<file path="src/rtl/xlb_pkg.sv">
package xlb_pkg;
  typedef enum logic [1:0] {
    ACC_READ  = 2'd0,
    ACC_WRITE = 2'd1,
    ACC_EXEC  = 2'd2,
    ACC_RSVD  = 2'd3
  } accKind_t;

  // strobes from control to datapath
  typedef struct packed {
    logic captureVpn;
    logic refillWrite;
    logic touch;
  } ctrlStrobe_t;
endpackage

</file>
<file path="src/rtl/xlb_datapath.sv">
module xlb_datapath
  import xlb_pkg::*;
#(
  parameter int VA_W    = 32,
  parameter int PA_W    = 32,
  parameter int OFF_W   = 12,
  parameter int ENTRIES = 8,
  parameter int CC_W    = 2
) (
  input  logic                clk,
  input  logic                rstN,
  input  logic                flush,
  input  logic [VA_W-1:0]     reqVaddr,
  input  logic [1:0]          reqType,
  input  logic [PA_W-OFF_W-1:0] refillPfn,
  input  logic [2:0]          refillPerm,
  input  logic [CC_W-1:0]     refillCache,
  input  ctrlStrobe_t         strb,
  output logic                anyMatch,
  output logic                permitOk,
  output logic [PA_W-1:0]     hitPaddr,
  output logic [CC_W-1:0]     hitCache,
  output logic                hitRef,
  output logic                hitDirty,
  output logic [VA_W-OFF_W-1:0] latchedVpn
);
  localparam int VPN_W = VA_W - OFF_W;
  localparam int PFN_W = PA_W - OFF_W;
  localparam int IDX_W = (ENTRIES > 1) ? $clog2(ENTRIES) : 1;

  logic [ENTRIES-1:0] vldQ, refQ, dirtyQ, matchVec;
  logic [VPN_W-1:0]   tagQ  [ENTRIES];
  logic [PFN_W-1:0]   pfnQ  [ENTRIES];
  logic [2:0]         permQ [ENTRIES];
  logic [CC_W-1:0]    ccQ   [ENTRIES];
  logic [IDX_W-1:0]   rrQ, hitIdx, victim;
  logic [VPN_W-1:0]   vpnQ;
  logic               allValid;

  wire [VPN_W-1:0] reqVpn = reqVaddr[VA_W-1:OFF_W];

  for (genvar g = 0; g < ENTRIES; g++) begin : g_cmp
    assign matchVec[g] = vldQ[g] && (tagQ[g] == reqVpn);
  end

  always_comb begin
    hitIdx = '0;
    for (int i = ENTRIES - 1; i >= 0; i--) begin
      if (matchVec[i]) hitIdx = IDX_W'(i);
    end
  end

  assign anyMatch = |matchVec;
  assign allValid = &vldQ;

  always_comb begin
    unique case (accKind_t'(reqType))
      ACC_READ:  permitOk = permQ[hitIdx][0];
      ACC_WRITE: permitOk = permQ[hitIdx][1];
      ACC_EXEC:  permitOk = permQ[hitIdx][2];
      default:   permitOk = 1'b0;
    endcase
  end

  // lowest free slot first, else round-robin pointer
  always_comb begin
    victim = rrQ;
    for (int i = ENTRIES - 1; i >= 0; i--) begin
      if (!vldQ[i]) victim = IDX_W'(i);
    end
  end

  assign hitPaddr   = {pfnQ[hitIdx], reqVaddr[OFF_W-1:0]};
  assign hitCache   = ccQ[hitIdx];
  assign hitRef     = refQ[hitIdx];
  assign hitDirty   = dirtyQ[hitIdx];
  assign latchedVpn = vpnQ;

  always_ff @(posedge clk) begin
    if (!rstN) begin
      vldQ   <= '0;
      refQ   <= '0;
      dirtyQ <= '0;
      rrQ    <= '0;
      vpnQ   <= '0;
    end else begin
      if (strb.captureVpn) vpnQ <= reqVpn;
      if (strb.touch) begin
        refQ[hitIdx] <= 1'b1;
        if (reqType == ACC_WRITE) dirtyQ[hitIdx] <= 1'b1;
      end
      if (flush) vldQ <= '0;
      if (strb.refillWrite) begin
        vldQ[victim]   <= 1'b1;
        refQ[victim]   <= 1'b0;
        dirtyQ[victim] <= 1'b0;
        if (allValid) rrQ <= (rrQ == IDX_W'(ENTRIES - 1)) ? '0 : rrQ + 1'b1;
      end
    end
  end

  always_ff @(posedge clk) begin
    if (strb.refillWrite) begin
      tagQ[victim]  <= vpnQ;
      pfnQ[victim]  <= refillPfn;
      permQ[victim] <= refillPerm;
      ccQ[victim]   <= refillCache;
    end
  end

  a_r11_single_match: assert property (@(posedge clk) disable iff (!rstN)
    $onehot0(matchVec));

  a_r5_ref_after_hit: assert property (@(posedge clk) disable iff (!rstN)
    strb.touch && !strb.refillWrite |=> refQ[$past(hitIdx)]);

  a_r6_dirty_after_write: assert property (@(posedge clk) disable iff (!rstN)
    strb.touch && !strb.refillWrite && reqType == ACC_WRITE |=> dirtyQ[$past(hitIdx)]);

  a_r9_flush_empties: assert property (@(posedge clk) disable iff (!rstN)
    flush && !strb.refillWrite |=> vldQ == '0);

  a_r8_free_slot_used: assert property (@(posedge clk) disable iff (!rstN)
    strb.refillWrite && !allValid && !flush |=>
      $countones(vldQ) == $countones($past(vldQ)) + 1);
endmodule

</file>
<file path="src/rtl/xlb_control.sv">
module xlb_control
  import xlb_pkg::*;
(
  input  logic        clk,
  input  logic        rstN,
  input  logic        reqValid,
  input  logic        anyMatch,
  input  logic        permitOk,
  input  logic        refillValid,
  output ctrlStrobe_t strb,
  output logic        walkReq,
  output logic        respHit,
  output logic        respFault,
  output logic        respStall
);
  logic walkQ;

  assign respHit   = reqValid && anyMatch && permitOk;
  assign respFault = reqValid && anyMatch && !permitOk;
  assign respStall = reqValid && !anyMatch;
  assign walkReq   = walkQ;

  assign strb.captureVpn  = !walkQ && respStall;
  assign strb.refillWrite = walkQ && refillValid;
  assign strb.touch       = respHit;

  always_ff @(posedge clk) begin
    if (!rstN)                walkQ <= 1'b0;
    else if (strb.refillWrite) walkQ <= 1'b0;
    else if (strb.captureVpn)  walkQ <= 1'b1;
  end

  a_r3_walk_follows_miss: assert property (@(posedge clk) disable iff (!rstN)
    reqValid && !anyMatch && !walkQ |=> walkReq);

  a_r4_walk_closes: assert property (@(posedge clk) disable iff (!rstN)
    walkReq && refillValid |=> !walkReq);

  a_r3_walk_held: assert property (@(posedge clk) disable iff (!rstN)
    walkReq && !refillValid |=> walkReq);

  a_r11_resp_exclusive: assert property (@(posedge clk) disable iff (!rstN)
    $onehot0({respHit, respFault, respStall}));
endmodule

</file>
<file path="src/rtl/xlate_buffer.sv">
module xlate_buffer
  import xlb_pkg::*;
#(
  parameter int VA_W    = 32,
  parameter int PA_W    = 32,
  parameter int OFF_W   = 12,
  parameter int ENTRIES = 8,
  parameter int CC_W    = 2
) (
  input  logic                  clk,
  input  logic                  rstN,
  input  logic                  flush,
  input  logic                  reqValid,
  input  logic [VA_W-1:0]       reqVaddr,
  input  logic [1:0]            reqType,
  output logic                  respHit,
  output logic                  respFault,
  output logic                  respStall,
  output logic [PA_W-1:0]       respPaddr,
  output logic [CC_W-1:0]       respCache,
  output logic                  respWasRef,
  output logic                  respWasDirty,
  output logic                  walkReq,
  output logic [VA_W-OFF_W-1:0] walkVpn,
  input  logic                  refillValid,
  input  logic [PA_W-OFF_W-1:0] refillPfn,
  input  logic [2:0]            refillPerm,
  input  logic [CC_W-1:0]       refillCache
);
  ctrlStrobe_t     strb;
  logic            anyMatch, permitOk, hitRef, hitDirty;
  logic [PA_W-1:0] hitPaddr;
  logic [CC_W-1:0] hitCache;

  xlb_control i_control (
    .clk, .rstN, .reqValid, .anyMatch, .permitOk, .refillValid,
    .strb, .walkReq, .respHit, .respFault, .respStall
  );

  xlb_datapath #(
    .VA_W(VA_W), .PA_W(PA_W), .OFF_W(OFF_W), .ENTRIES(ENTRIES), .CC_W(CC_W)
  ) i_datapath (
    .clk, .rstN, .flush, .reqVaddr, .reqType, .refillPfn, .refillPerm,
    .refillCache, .strb, .anyMatch, .permitOk, .hitPaddr, .hitCache,
    .hitRef, .hitDirty, .latchedVpn(walkVpn)
  );

  assign respPaddr    = respHit ? hitPaddr : '0;
  assign respCache    = respHit ? hitCache : '0;
  assign respWasRef   = respHit && hitRef;
  assign respWasDirty = respHit && hitDirty;

  a_r7_fault_no_address: assert property (@(posedge clk) disable iff (!rstN)
    respFault |-> respPaddr == '0 && !respHit);
endmodule

</file>
<file path="config.mk">
export PLATFORM = sky130hd
export DESIGN_NAME = xlate_buffer
export DESIGN_NICKNAME = d
export VERILOG_FILES = /design/src/rtl/xlb_pkg.sv /design/src/rtl/xlb_datapath.sv /design/src/rtl/xlb_control.sv /design/src/rtl/xlate_buffer.sv
export SDC_FILE = /design/constraint.sdc
export NUM_CORES = 1
export LEC_CHECK = 0
export BUFFER_PORTS_ARGS = -buffer_cell sky130_fd_sc_hd__buf_4
export CORE_MARGIN = 2
export CORE_UTILIZATION = 37
export DETAILED_ROUTE_END_ITERATION = 8
export GPL_TIMING_DRIVEN = 1
export PLACE_DENSITY = 0.58
export SYNTH_ARGS = -nofsm -noshare
export SYNTH_HDL_FRONTEND = slang
export SYNTH_SLANG_ARGS = --single-unit
</file>
<file path="constraint.sdc">
create_clock -name clk -period 3.2 [get_ports clk]
set_input_delay 0.16 -clock clk [delete_from_list [all_inputs] [get_ports clk]]
set_output_delay 0.16 -clock clk [all_outputs]
set_load 0.05 [all_outputs]
</file>
* Word-level counts from Yosys, hierarchy flattened *
Memory sizes are Yosys's and may differ from the RTL's.
Index checks and enable logic that the tools add are counted.

cells by class
  $add $sub $neg = 1
  muxes and demuxes = 40
  magnitude comparators = 4
  bitwise operators = 7
  reductions and logical operators = 25
  equality and inequality tests = 11

operators with widths
  operator                                                               count
  20-bit equality test                                                   8
  8-bit two-way mux                                                      10
  3-bit two-way mux                                                      17
  32-bit two-way mux                                                     1
  8-bit bitwise OR                                                       3
  1-bit logical AND                                                      18
  8-bit bitwise AND                                                      2
  9-bit AND reduction                                                    1
  3-bit by 4-bit < comparator with 1-bit output, second input constant   2
  8-bit NOT                                                              1
  8-bit OR reduction                                                     1
  1-bit binary-select mux with 3-bit select                              2
  1-bit demux with 3-bit select                                          2
  3-bit by 1-bit >= comparator with 1-bit output, second input constant  2
  1-bit two-way mux                                                      6
  3-bit by 1-bit adder with 3-bit output, second input constant          1
  3-bit equality test, second input constant                             1
  1-bit logical NOT                                                      3
  1-bit case mux with 3 select lines                                     1
  2-bit by 1-bit equality test with 1-bit output, second input constant  1
  2-bit equality test, second input constant                             1
  2-bit logical NOT                                                      1
  2-bit two-way mux                                                      1
  2-bit OR reduction                                                     1
  1-bit NOT                                                              1

storage, ports and cells
  memories kept = 4
  memory bits (writable) = 360
  input bits = 64
  word-level logic and storage cells = 98
  flip-flop bits (word level) = 48

memory list
  memory            words  width  rd ports  clocked after Yosys merged registers in  wr ports  line                source
  i_datapath.pfnQ   8      20     1         0                                        1         xlb_datapath.sv:33  logic [PFN_W-1:0] pfnQ [ENTRIES];
  i_datapath.tagQ   8      20     8         0                                        1         xlb_datapath.sv:32  logic [VPN_W-1:0] tagQ [ENTRIES];
  i_datapath.permQ  8      3      1         0                                        1         xlb_datapath.sv:34  logic [2:0] permQ [ENTRIES];
  i_datapath.ccQ    8      2      1         0                                        1         xlb_datapath.sv:35  logic [CC_W-1:0] ccQ [ENTRIES];

* Depth between registers and ports, before layout *
Gate-level depths: netlist (run 1).

  word-level depth = 20
  depth in mapped cells = 16
  gate-level depth less buffers = 11

* By module *
Synthesis (run 1) repeated with hierarchy kept, for this count alone.

second synthesis, totals
  cell total of the unflattened synthesis = 1159
  area, all modules = 17115.2 µm²

modules (own cells, without submodules)
  module        times used  area an instance (µm²)  cells an instance
  xlb_datapath  1           16748.6                 1110
  xlate_buffer  1           285.3                   39
  xlb_control   1           81.3                    10

* Worst setup path before layout (run 1) *
OpenSTA, ideal clock, no wires.

  kind = flip-flop to output port
  from = memory i_datapath.tagQ[2][7] (netlist bit)
  to = output respPaddr[15]
  setup slack = -2.113 ns
  stages on the path, launching flop included = 13
  data required time = 3.040 ns
  data arrival time = 5.153 ns
  cell sequence = edfxtp_1 xnor2_2 nand4_1 or4_1 or2_1 a21o_1 a22o_4 nor3b_2 nor3_1 a311o_1 and2_1 buf_6 a2111oi_0

RTL lines
  element             line                source
  start: declaration  xlb_datapath.sv:32
  end: declaration    xlate_buffer.sv:19  output logic [PA_W-1:0] respPaddr,

==> flow_summary.yaml, run 1 <==
yosys:
  synth_edf_count: 360
  ys_async_sr_fraction: 0
  yosysWarnings: 0
  synth_cell_types: 66
  syn_avg_cell_area_um2: 14.3
  netlist_instances: 1203
  synth_flop_cell: "edfxtp_1"
  synth_area_leader_cell: "edfxtp_1"
  yosysTopAreaCellShare: 0.630
  syn-num-nets: 1269
  ys_seq_elements: 408
  synth.area.top_cells: "edfxtp_1 63%, xnor2_1 5.9%, dfxtp_1 5.6%, mux2i_1 2.1%, xor2_1 1.9%"
  synth_seq_area_share: 0.686
  syn_area_mm2: 0.0172
floorplanning:
  fp.dieH_um: 219
  dieArea_mm2: 0.0481
  fp-row-count: 78
  core_area_mm2: 0.0456
  die_width_um: 219
  start_util: 0.376
  pin_count: 124
timing:
  fmax_mhz: 232
  finalClockSkew_ns: 0.0126
  rsz0062_at_grt: "true"
  worst_slew_margin_rel: 0.618
  setup_viol: 55
  fin_ws_ns: -1.11
  layout_min_cycle_time_ns: 4.31
  timing.final.crit_share: 1.35
  final_hold_viol_count: 0
  worst_pin_slew_ns: 0.573
  drv_slew: 0
clock_tree:
  cts-root-buf: "clkbuf_16"
  clock_path_buffers: 3
  htree_num_levels: 2
  clk_pin_slew_ns: 0.06
  cts_tree: "yes"
  insertion_delay_ns: 0.55
  cts_made_buffers: 43
  cts.sinks: 408
run_status:
  status: "complete, but fails checks"
  violations: "negative setup slack"
worst_setup_path:
  path_max_fanout: 6
  startpoint_type: "flop"
  crit_type: "reg2out"
  regToRegSetupSlack_ns: -0.41
  crit_arrival_ns: 4.15
  cp-end-kind: "primary output"
  cp.required_ns: 3.04
grt:
  grt_antenna_before_repair: 0
  grt_use_total: 0.209
  grt_pass1_wl_um: 73800
  grt_max_degree: 48
  grt_pass1_vias: 11600
  overflow: 0
place:
  gp_congestion: 0.903
  dp_hpwl_um: 33400
  placed_cells: 2062
  io_buffers: 123
  placed_area_mm2: 0.0206
route:
  drt_iter0_drc: 827
  drc: 0
  num_vias: 11400
  ant_nets: 0
  wl_per_cell_um: 22.9
  totalWireLength_um: 49900
  drt-pass1-iter-count: 5
  route.detailed.vias_per_inst: 5.25
cells_and_area:
  final_cells: 2181
  nets: 1612
  layout_commonest_cell: "edfxtp_1"
  synthToLayoutAreaGrowth_pct: 34.8
  drive_above_1_share: 0.323
  final_cell_mix: "360 x edfxtp_1, 257 x buf_4, 98 x xnor2_1"
  diodes: 0
  fin_area_mm2: 0.0231
pwr:
  p_leak_nw: 8.07
  powerDensity_mw_per_mm2: 511
  finalPower_w: 0.0118
  vdd_drop_max_mv: 0.301
run:
  maxCapViolCount: 0
hold_path:
  hold_path.class: "in2reg"
synthesized netlist by cell type (3+ instances only):
cell,number
o31ai_1,9
and2_1,21
xnor2_2,6
xor2_1,38
nor3_1,16
nand4_1,53
dfxtp_1,48
o22ai_1,29
o41ai_1,7
o22a_1,8
a21oi_1,9
nor4b_1,6
nand2_1,56
edfxtp_1,360
clkbuf_1,31
o221ai_1,10
nor2b_1,35
buf_2,4
or3_1,4
nand2b_1,10
o21a_1,6
xnor2_1,115
nor2_1,70
or4_1,4
a2111oi_0,6
inv_1,12
o211ai_1,3
buf_4,15
buf_6,9
o211a_1,6
and3_1,3
or2_2,7
and4_1,8
nor3b_1,7
a21boi_0,5
nand3_1,21
mux2i_1,36
o21ai_0,33
nor4_1,43
state kept, by name, indices dropped and copies added (netlist names):
| name | flops |
|---|---|
| i_datapath.permQ | 24 |
| i_datapath.ccQ | 16 |
| i_datapath.vldQ | 8 |
| i_datapath.rrQ | 3 |
| i_control.walkReq | 1 |
| i_datapath.pfnQ | 160 |
| i_datapath.latchedVpn | 20 |
| i_datapath.tagQ | 160 |
| i_datapath.dirtyQ | 8 |
| i_datapath.refQ | 8 |
where the power goes:
part | total [W] | switching (W) | leakage (nW) | internal [W]
clock network | 0.00517 | 0.00206 | 0.713 | 0.00311
registers | 0.00590 | 0.0000631 | 3.66 | 0.00583
logic | 0.000750 | 0.000426 | 3.69 | 0.000324
worst paths after layout:
path | cells past startpoint | end | start
setup / recovery | 13 | respPaddr[15] | i_datapath.tagQ[2][1]
hold / removal | 3 | i_datapath.latchedVpn[3] | reqVaddr[15]
setup reg to reg | 13 | i_datapath.refQ[5] | i_datapath.tagQ[2][1]
hold reg to reg | 2 | i_datapath.dirtyQ[3] | i_datapath.dirtyQ[3]
routing by layer:
metal	track usage	wire, um
met2	0.330	22900
met4	0.0599	1170
met3	0.0385	2920
met5	0	0
met1	0.295	23000
cell families (layout without fill, tap and decap cells):
family	Yosys count	after routing	share of synthesized area
DFF	408	408	0.686
and+or+nand+nor	377	377	0.122
xor gates and xnor gates	159	159	0.0838
AOI/OAI and AO/OA	149	149	0.0625
buffers and inverters	71	449	0.0230
muxes	37	37	0.0217
adders and majority gates	2	2	0.00146
stage by stage:
step / setup TNS (ns) / hold slack, ns / utilization / setup slack [ns]
detailed placement: -36.93 / 0.400 / 0.453 / -0.756
global route: -51.78 / 0.0282 / 0.507 / -1.21
finish: -44.70 / 0.00871 / 0.507 / -1.11
floorplan: -6.32 / 0.259 / - / -0.351
CTS: -44.58 / 0.000356 / 0.503 / -1.07
global placement: -34.62 / 0.394 / 0.453 / -0.721
worst max-delay path, stage by stage (launching register included):
cell and delay [ns]:
edfxtp_1 0.41, xnor2_2 0.30, nand4_1 0.14, or4_4 0.54
or2_1 0.25, a21o_1 0.19, a22o_4 0.28, nor3b_2 0.18
nor3_2 0.08, a311o_1 0.31, and2_4 0.23, buf_6 0.14
a2111oi_4 0.32, buf_6 0.22
area by class of cell:
class	instances	area [um^2]
tap	600	751
sequential	408	11800
fill	3833	22500
multi-input combinational	724	5800
clock inverter	27	319
timing repair buffer	357	3300
inverter	12	45.0
clock buffer	53	1140
timing repair:
item,CTS,global route
setup endpoints to repair,75,75
setup buffers,7,4
pin swaps,10,15
hold buffers,30,0
gates resized for setup,119,27
hold endpoints to repair,212,0
No activity file was read; power rests on OpenSTA's default activity.
==> inputs of run 2 (changes only) <==
--- a/config.mk
+++ b/config.mk
@@ -9,8 +9,9 @@
 export CORE_MARGIN = 2
 export CORE_UTILIZATION = 37
 export DETAILED_ROUTE_END_ITERATION = 8
-export GPL_TIMING_DRIVEN = 1
 export PLACE_DENSITY = 0.58
+export SETUP_SLACK_MARGIN = 0.15
+export SKIP_LAST_GASP = 1
 export SYNTH_ARGS = -nofsm -noshare
 export SYNTH_HDL_FRONTEND = slang
 export SYNTH_SLANG_ARGS = --single-unit
==> flow_summary.yaml, run 2 (synthesized netlist as in run 1, its figures left out) <==
pwr:
  p_leak_nw: 7.99
  powerDensity_mw_per_mm2: 502
  vdd_drop_max_mv: 0.317
route:
  wl_per_cell_um: 23.1
  drt-pass1-iter-count: 5
  drt_iter0_drc: 904
  totalWireLength_um: 50200
  num_vias: 11600
  drc: 0
  ant_nets: 0
  route.detailed.vias_per_inst: 5.31
cells_and_area:
  diodes: 0
  final_cell_mix: "360 x edfxtp_1, 256 x buf_4, 94 x xnor2_1"
  final_core_util: 0.505
  final_cells: 2178
  reg.largest.list: "i_datapath.pfnQ: 160 flops, i_datapath.tagQ: 160 flops, i_datapath.permQ: 24 flops"
  regArea_mm2: 0.0118
  synthToLayoutAreaGrowth_pct: 34.2
  n_fill_cell: 3747
  layout_commonest_cell: "edfxtp_1"
  multi_input_area_mm2: 0.00584
  nets: 1610
  drive_above_1_share: 0.329
worst_setup_path:
  startpoint_type: "flop"
  cp-end-kind: "primary output"
  path_max_fanout: 5
  cp.required_ns: 3.04
  crit_arrival_ns: 4.12
  crit_type: "reg2out"
run_status:
  violations: "negative setup slack"
  status: "complete, but fails checks"
clock_tree:
  htree_num_levels: 2
  insertion_delay_ns: 0.55
  cts.sinks: 408
  clk_pin_slew_ns: 0.06
  clock_path_buffers: 3
  cts-root-buf: "clkbuf_16"
  cts_tree: "yes"
  cts_made_buffers: 43
grt:
  grt_use_total: 0.208
  grt_antenna_before_repair: 0
  grt_pass1_vias: 11600
  grt_pass1_wl_um: 73800
  grt_max_degree: 48
  overflow: 0
timing:
  setup_viol: 56
  final_hold_viol_count: 0
  timing.final.crit_share: 1.34
  drv_slew: 0
  fin_ws_ns: -1.08
  worst_pin_slew_ns: 0.620
  rsz0062_at_grt: "true"
  fmax_mhz: 234
  finalClockSkew_ns: 0.0196
  layout_min_cycle_time_ns: 4.28
  worst_slew_margin_rel: 0.586
place:
  dp_hpwl_um: 33600
  io_buffers: 123
  pre_cts_slack_ns: -0.776
  placed_cells: 2051
  gp_congestion: 0.954
run:
  maxCapViolCount: 0
floorplanning:
  start_util: 0.376
  fp.dieH_um: 219
  core_area_mm2: 0.0456
  die_width_um: 219
  fp-row-count: 78
  pin_count: 124
  dieArea_mm2: 0.0481
hold_path:
  hold_path.class: "in2reg"
[run 2: cell types whose count changed in the layout (fill, tap and decap cells not counted), sizes merged]
| cell | previous run | this run |
|---|---|---|
| buf | 327 | 322 |
| bufbuf | 0 | 1 |
| bufinv | 7 | 3 |
| clkbuf | 53 | 61 |
| clkinv | 18 | 14 |
| dlygate4sd3 | 30 | 32 |
| inv | 13 | 12 |
[run 2: worst max-delay path, stage by stage (launching register included)]
cell and delay (ns):
edfxtp_1 0.41, xnor2_2 0.34, nand4_1 0.18, nor4_2 0.35, buf_4 0.17, and4b_2 0.28
nor2_1 0.08, o41a_1 0.14, buf_4 0.16, nor3b_2 0.17, nor3_1 0.07, a311o_1 0.31
and2_4 0.21, buf_12 0.15, buf_12 0.12, a2111oi_4 0.23, buf_6 0.21
[run 2: repair_timing]
action	in CTS	in global routing
hold endpoints to repair	214	0
buffers inserted	8	6
gates resized for setup	93	37
endpoints found under the setup margin	76	76
hold buffers	32	0
pin swaps	27	18
cloned	2	0
[run 2: power by group]
group	switching (W)	internal (W)
clock network	0.00204	0.00287
registers	0.0000616	0.00583
logic	0.000429	0.000329
[run 2: path summary, 6_finish.rpt]
| path | slack, ns | cells after the start | end | start |
|---|---|---|---|---|
| worst min-delay path | 0.007 | 3 | i_datapath.latchedVpn[5] | reqVaddr[17] |
| worst max-delay path | -1.08 | 16 | respPaddr[30] | i_datapath.tagQ[1][5] |
| worst max register to register | -0.45 | 16 | i_datapath.dirtyQ[4] | i_datapath.tagQ[1][5] |
| worst min register to register | 0.46 | 2 | i_datapath.refQ[0] | i_datapath.refQ[0] |
[run 2: per-layer routing]
layer / vias to the layer above / routed length (um) / GRT usage / part of all wire
met3: 78 / 3200 / 0.0302 / 0.064
met5: - / 0 / 0 / 0
met1: 5812 / 22200 / 0.291 / 0.44
met4: 0 / 1390 / 0.0687 / 0.028
met2: 401 / 23400 / 0.335 / 0.47
li1: 5264 / - / - / -
[run 2: cell type report]
cell class                 count  area share
clock inverter                18     0.00717
multi-input combinational    724       0.253
timing repair buffer         355       0.141
tap                          600      0.0326
clock buffer                  61      0.0524
sequential                   408       0.511
inverter                      12     0.00196
[run 2: metrics by stage]
| step | hold slack [ns] | total power (W) | area, um^2 | setup TNS (ns) |
|---|---|---|---|---|
| finish | 0.00664 | 0.0116 | 23000 | -43.47 |
| global placement | 0.394 | 0.00667 | 20500 | -33.49 |
| global route | 0.0236 | 0.0119 | 23000 | -51.27 |
| detailed placement | 0.398 | 0.00668 | 20500 | -38.72 |
| floorplan | 0.259 | 0.00634 | 17500 | -6.27 |
| CTS | 0.000148 | 0.0116 | 22800 | -42.19 |
==> inputs of run 3 (changes only) <==
--- a/config.mk
+++ b/config.mk
@@ -9,7 +9,7 @@
 export CORE_MARGIN = 2
 export CORE_UTILIZATION = 37
 export DETAILED_ROUTE_END_ITERATION = 8
-export PLACE_DENSITY = 0.58
+export PLACE_DENSITY_LB_ADDON = 0.25
 export SETUP_SLACK_MARGIN = 0.15
 export SKIP_LAST_GASP = 1
 export SYNTH_ARGS = -nofsm -noshare
==> flow_summary.yaml, run 3 (synthesized netlist as in run 1, its figures left out) <==
grt:
  groute.layer.met1.usage: 0.294
  use_met2: 0.325
  gr-max-usage-layer: "met2"
  grt_antenna_before_repair: 0
  overflow: 0
  grt_pass1_wl_um: 72400
  grt_pass1_vias: 11400
  globalRouteMet3Util: 0.0315
  grt_use_total: 0.206
  grt_max_degree: 48
run:
  maxCapViolCount: 0
floorplanning:
  pin_count: 124
  fp.dieH_um: 219
  fp-row-count: 78
  dieArea_mm2: 0.0481
  die_width_um: 219
  core_area_mm2: 0.0456
  start_util: 0.376
pwr:
  p_comb_frac: 0.067
  sw_frac_of_total: 0.222
  pwr-share-clk: 0.403
  finalPower_w: 0.0111
  vdd_drop_max_mv: 0.420
  p_leak_nw: 7.96
  p_sw_w: 0.00247
  powerDensity_mw_per_mm2: 484
  p_int_w: 0.00866
  seq_power_share: 0.530
run_status:
  status: "complete, but fails checks"
  violations: "negative setup slack"
clock_tree:
  insertion_delay_ns: 0.56
  cts-root-buf: "clkbuf_16"
  clock_path_buffers: 3
  htree_num_levels: 2
  clk_pin_slew_ns: 0.06
  cts.sinks: 408
  cts_tree: "yes"
  cts_made_buffers: 42
worst_setup_path:
  slowest_stage: "or4_4"
  crit_type: "reg2out"
  critPathLaunch: "i_datapath.tagQ[3][9]"
  cp_common_cell: "buf_4"
  worstReg2RegStart: "i_datapath.tagQ[7][19]"
  cp-end-kind: "primary output"
  crit_arrival_ns: 4.05
  cp.required_ns: 3.04
  path_cells: "xnor2_1 -> buf_4 -> nand4_1 -> nor4_2 -> buf_4 -> nand4_1 -> buf_4 -> or4b_4 -> or4_4 -> o211ai_1 -> nor3_2 -> a31oi_2 -> and2_4 -> buf_6 -> and2b_2 -> buf_8"
  startpoint_type: "flop"
  crit_family: "simple AND/OR/NAND/NOR gates"
  path_max_fanout: 6
  cp_num_buf_inv: 5
  slowest_delay_ns: 0.57
timing:
  drv_slew: 0
  fin_ws_ns: -1.01
  timing.final.crit_share: 1.32
  layout_min_cycle_time_ns: 4.21
  fmax_mhz: 237
  setup_tns_ns: -45.38
  worst_slew_margin_rel: 0.512
  finalClockSkew_ns: 0.0119
  rsz0062_at_grt: "true"
  setup_viol: 75
  final_hold_viol_count: 0
  worst_pin_slew_ns: 0.731
place:
  gp_congestion: 0.928
  dp_hpwl_um: 32400
  placed_area_mm2: 0.0205
  placed_cells: 2049
  io_buffers: 123
hold_path:
  hold_path.class: "in2reg"
  min_from: "reqVaddr[27]"
route:
  drt_iter0_drc: 841
  num_vias: 11400
  drt-pass1-iter-count: 5
  ant_nets: 0
  wl_per_cell_um: 22.6
  totalWireLength_um: 49300
  route.detailed.vias_per_inst: 5.23
  drc: 0
cells_and_area:
  final_cell_mix: "360 x edfxtp_1, 254 x buf_4, 85 x xnor2_1"
  final_cells: 2180
  nets: 1613
  drive_above_1_share: 0.337
  fin_area_mm2: 0.0230
  diodes: 0
  reg.largest.list: "i_datapath.pfnQ: 160 flops, i_datapath.tagQ: 160 flops, i_datapath.permQ: 24 flops"
  synthToLayoutAreaGrowth_pct: 34.1
  layout_commonest_cell: "edfxtp_1"
-- run 3: cell count changes in the layout (fill, tap and decap cells not counted), moves of 4 or more --
cell     change
xnor2_1      -9
o31ai_2      -4
xnor2_2      +8
buf_6       +11
nor4_2       -4
o21ai_0      -4
buf_12       -5
o31ai_4      +4
nor4_1       +4
-- run 3: power groups by stage --
stage | registers [W] | logic [W] | clock network (W)
5_1_grt | 0.00590 | 0.000792 | 0.00478
6_report | 0.00590 | 0.000749 | 0.00448
2_1_floorplan | 0.00604 | 0.000301 | 0
4_1_cts | 0.00590 | 0.000728 | 0.00457
3_5_place_dp | 0.00601 | 0.000661 | 0
3_3_place_gp | 0.00601 | 0.000655 | 0
-- run 3: tightest hold or removal path, delay by kind of cell --
kind | cells | cell delay, ns
buffers and inverters | 1 | 0.17
and+or+nand+nor | 1 | 0.05
muxes | 1 | 0.14
-- run 3: timing repair --
| item | CTS | global route |
|---|---|---|
| pin swaps | 33 | 28 |
| hold endpoints to repair | 213 | 0 |
| setup buffers | 13 | 9 |
| hold buffers | 31 | 0 |
| gates cloned | 0 | 1 |
| resized for setup | 122 | 48 |
| setup endpoints to repair | 76 | 76 |
-- run 3: metal layers --
metal	part of all wire	wire, um
met1	0.46	22500
met2	0.46	22900
met3	0.055	2720
met4	0.024	1160
met5	0	0
-- run 3: layout make-up --
class                           instances  area, um^2
Sequential cell                       408       11800
Fill cell                            3796       22600
Inverter                               12        45.0
Clock inverter                         17        83.8
Multi-Input combinational cell        724        5970
Clock buffer                           60        1150
Tap cell                              600         751
Timing Repair Buffer                  359        3240
-- run 3: final timing paths --
| path | to | slack (ns) | depth (start not counted) |
|---|---|---|---|
| worst max register to register | i_datapath.dirtyQ[4] | -0.46 | 17 |
| worst min-delay path | i_datapath.latchedVpn[15] | 0.03 | 3 |
| worst max-delay path | respFault | -1.01 | 16 |
| worst min register to register | i_datapath.refQ[4] | 0.46 | 2 |
-- run 3: stage by stage --
| step | util | hold slack [ns] | worst slack [ns] |
|---|---|---|---|
| 5_1_grt | 0.505 | 0.0277 | -1.19 |
| 3_5_place_dp | 0.449 | 0.396 | -0.700 |
| 4_1_cts | 0.498 | 0.00265 | -1.03 |
| 3_3_place_gp | 0.449 | 0.395 | -0.717 |
| 6_report | 0.505 | 0.0280 | -1.01 |
| 2_1_floorplan | - | 0.259 | -0.351 |
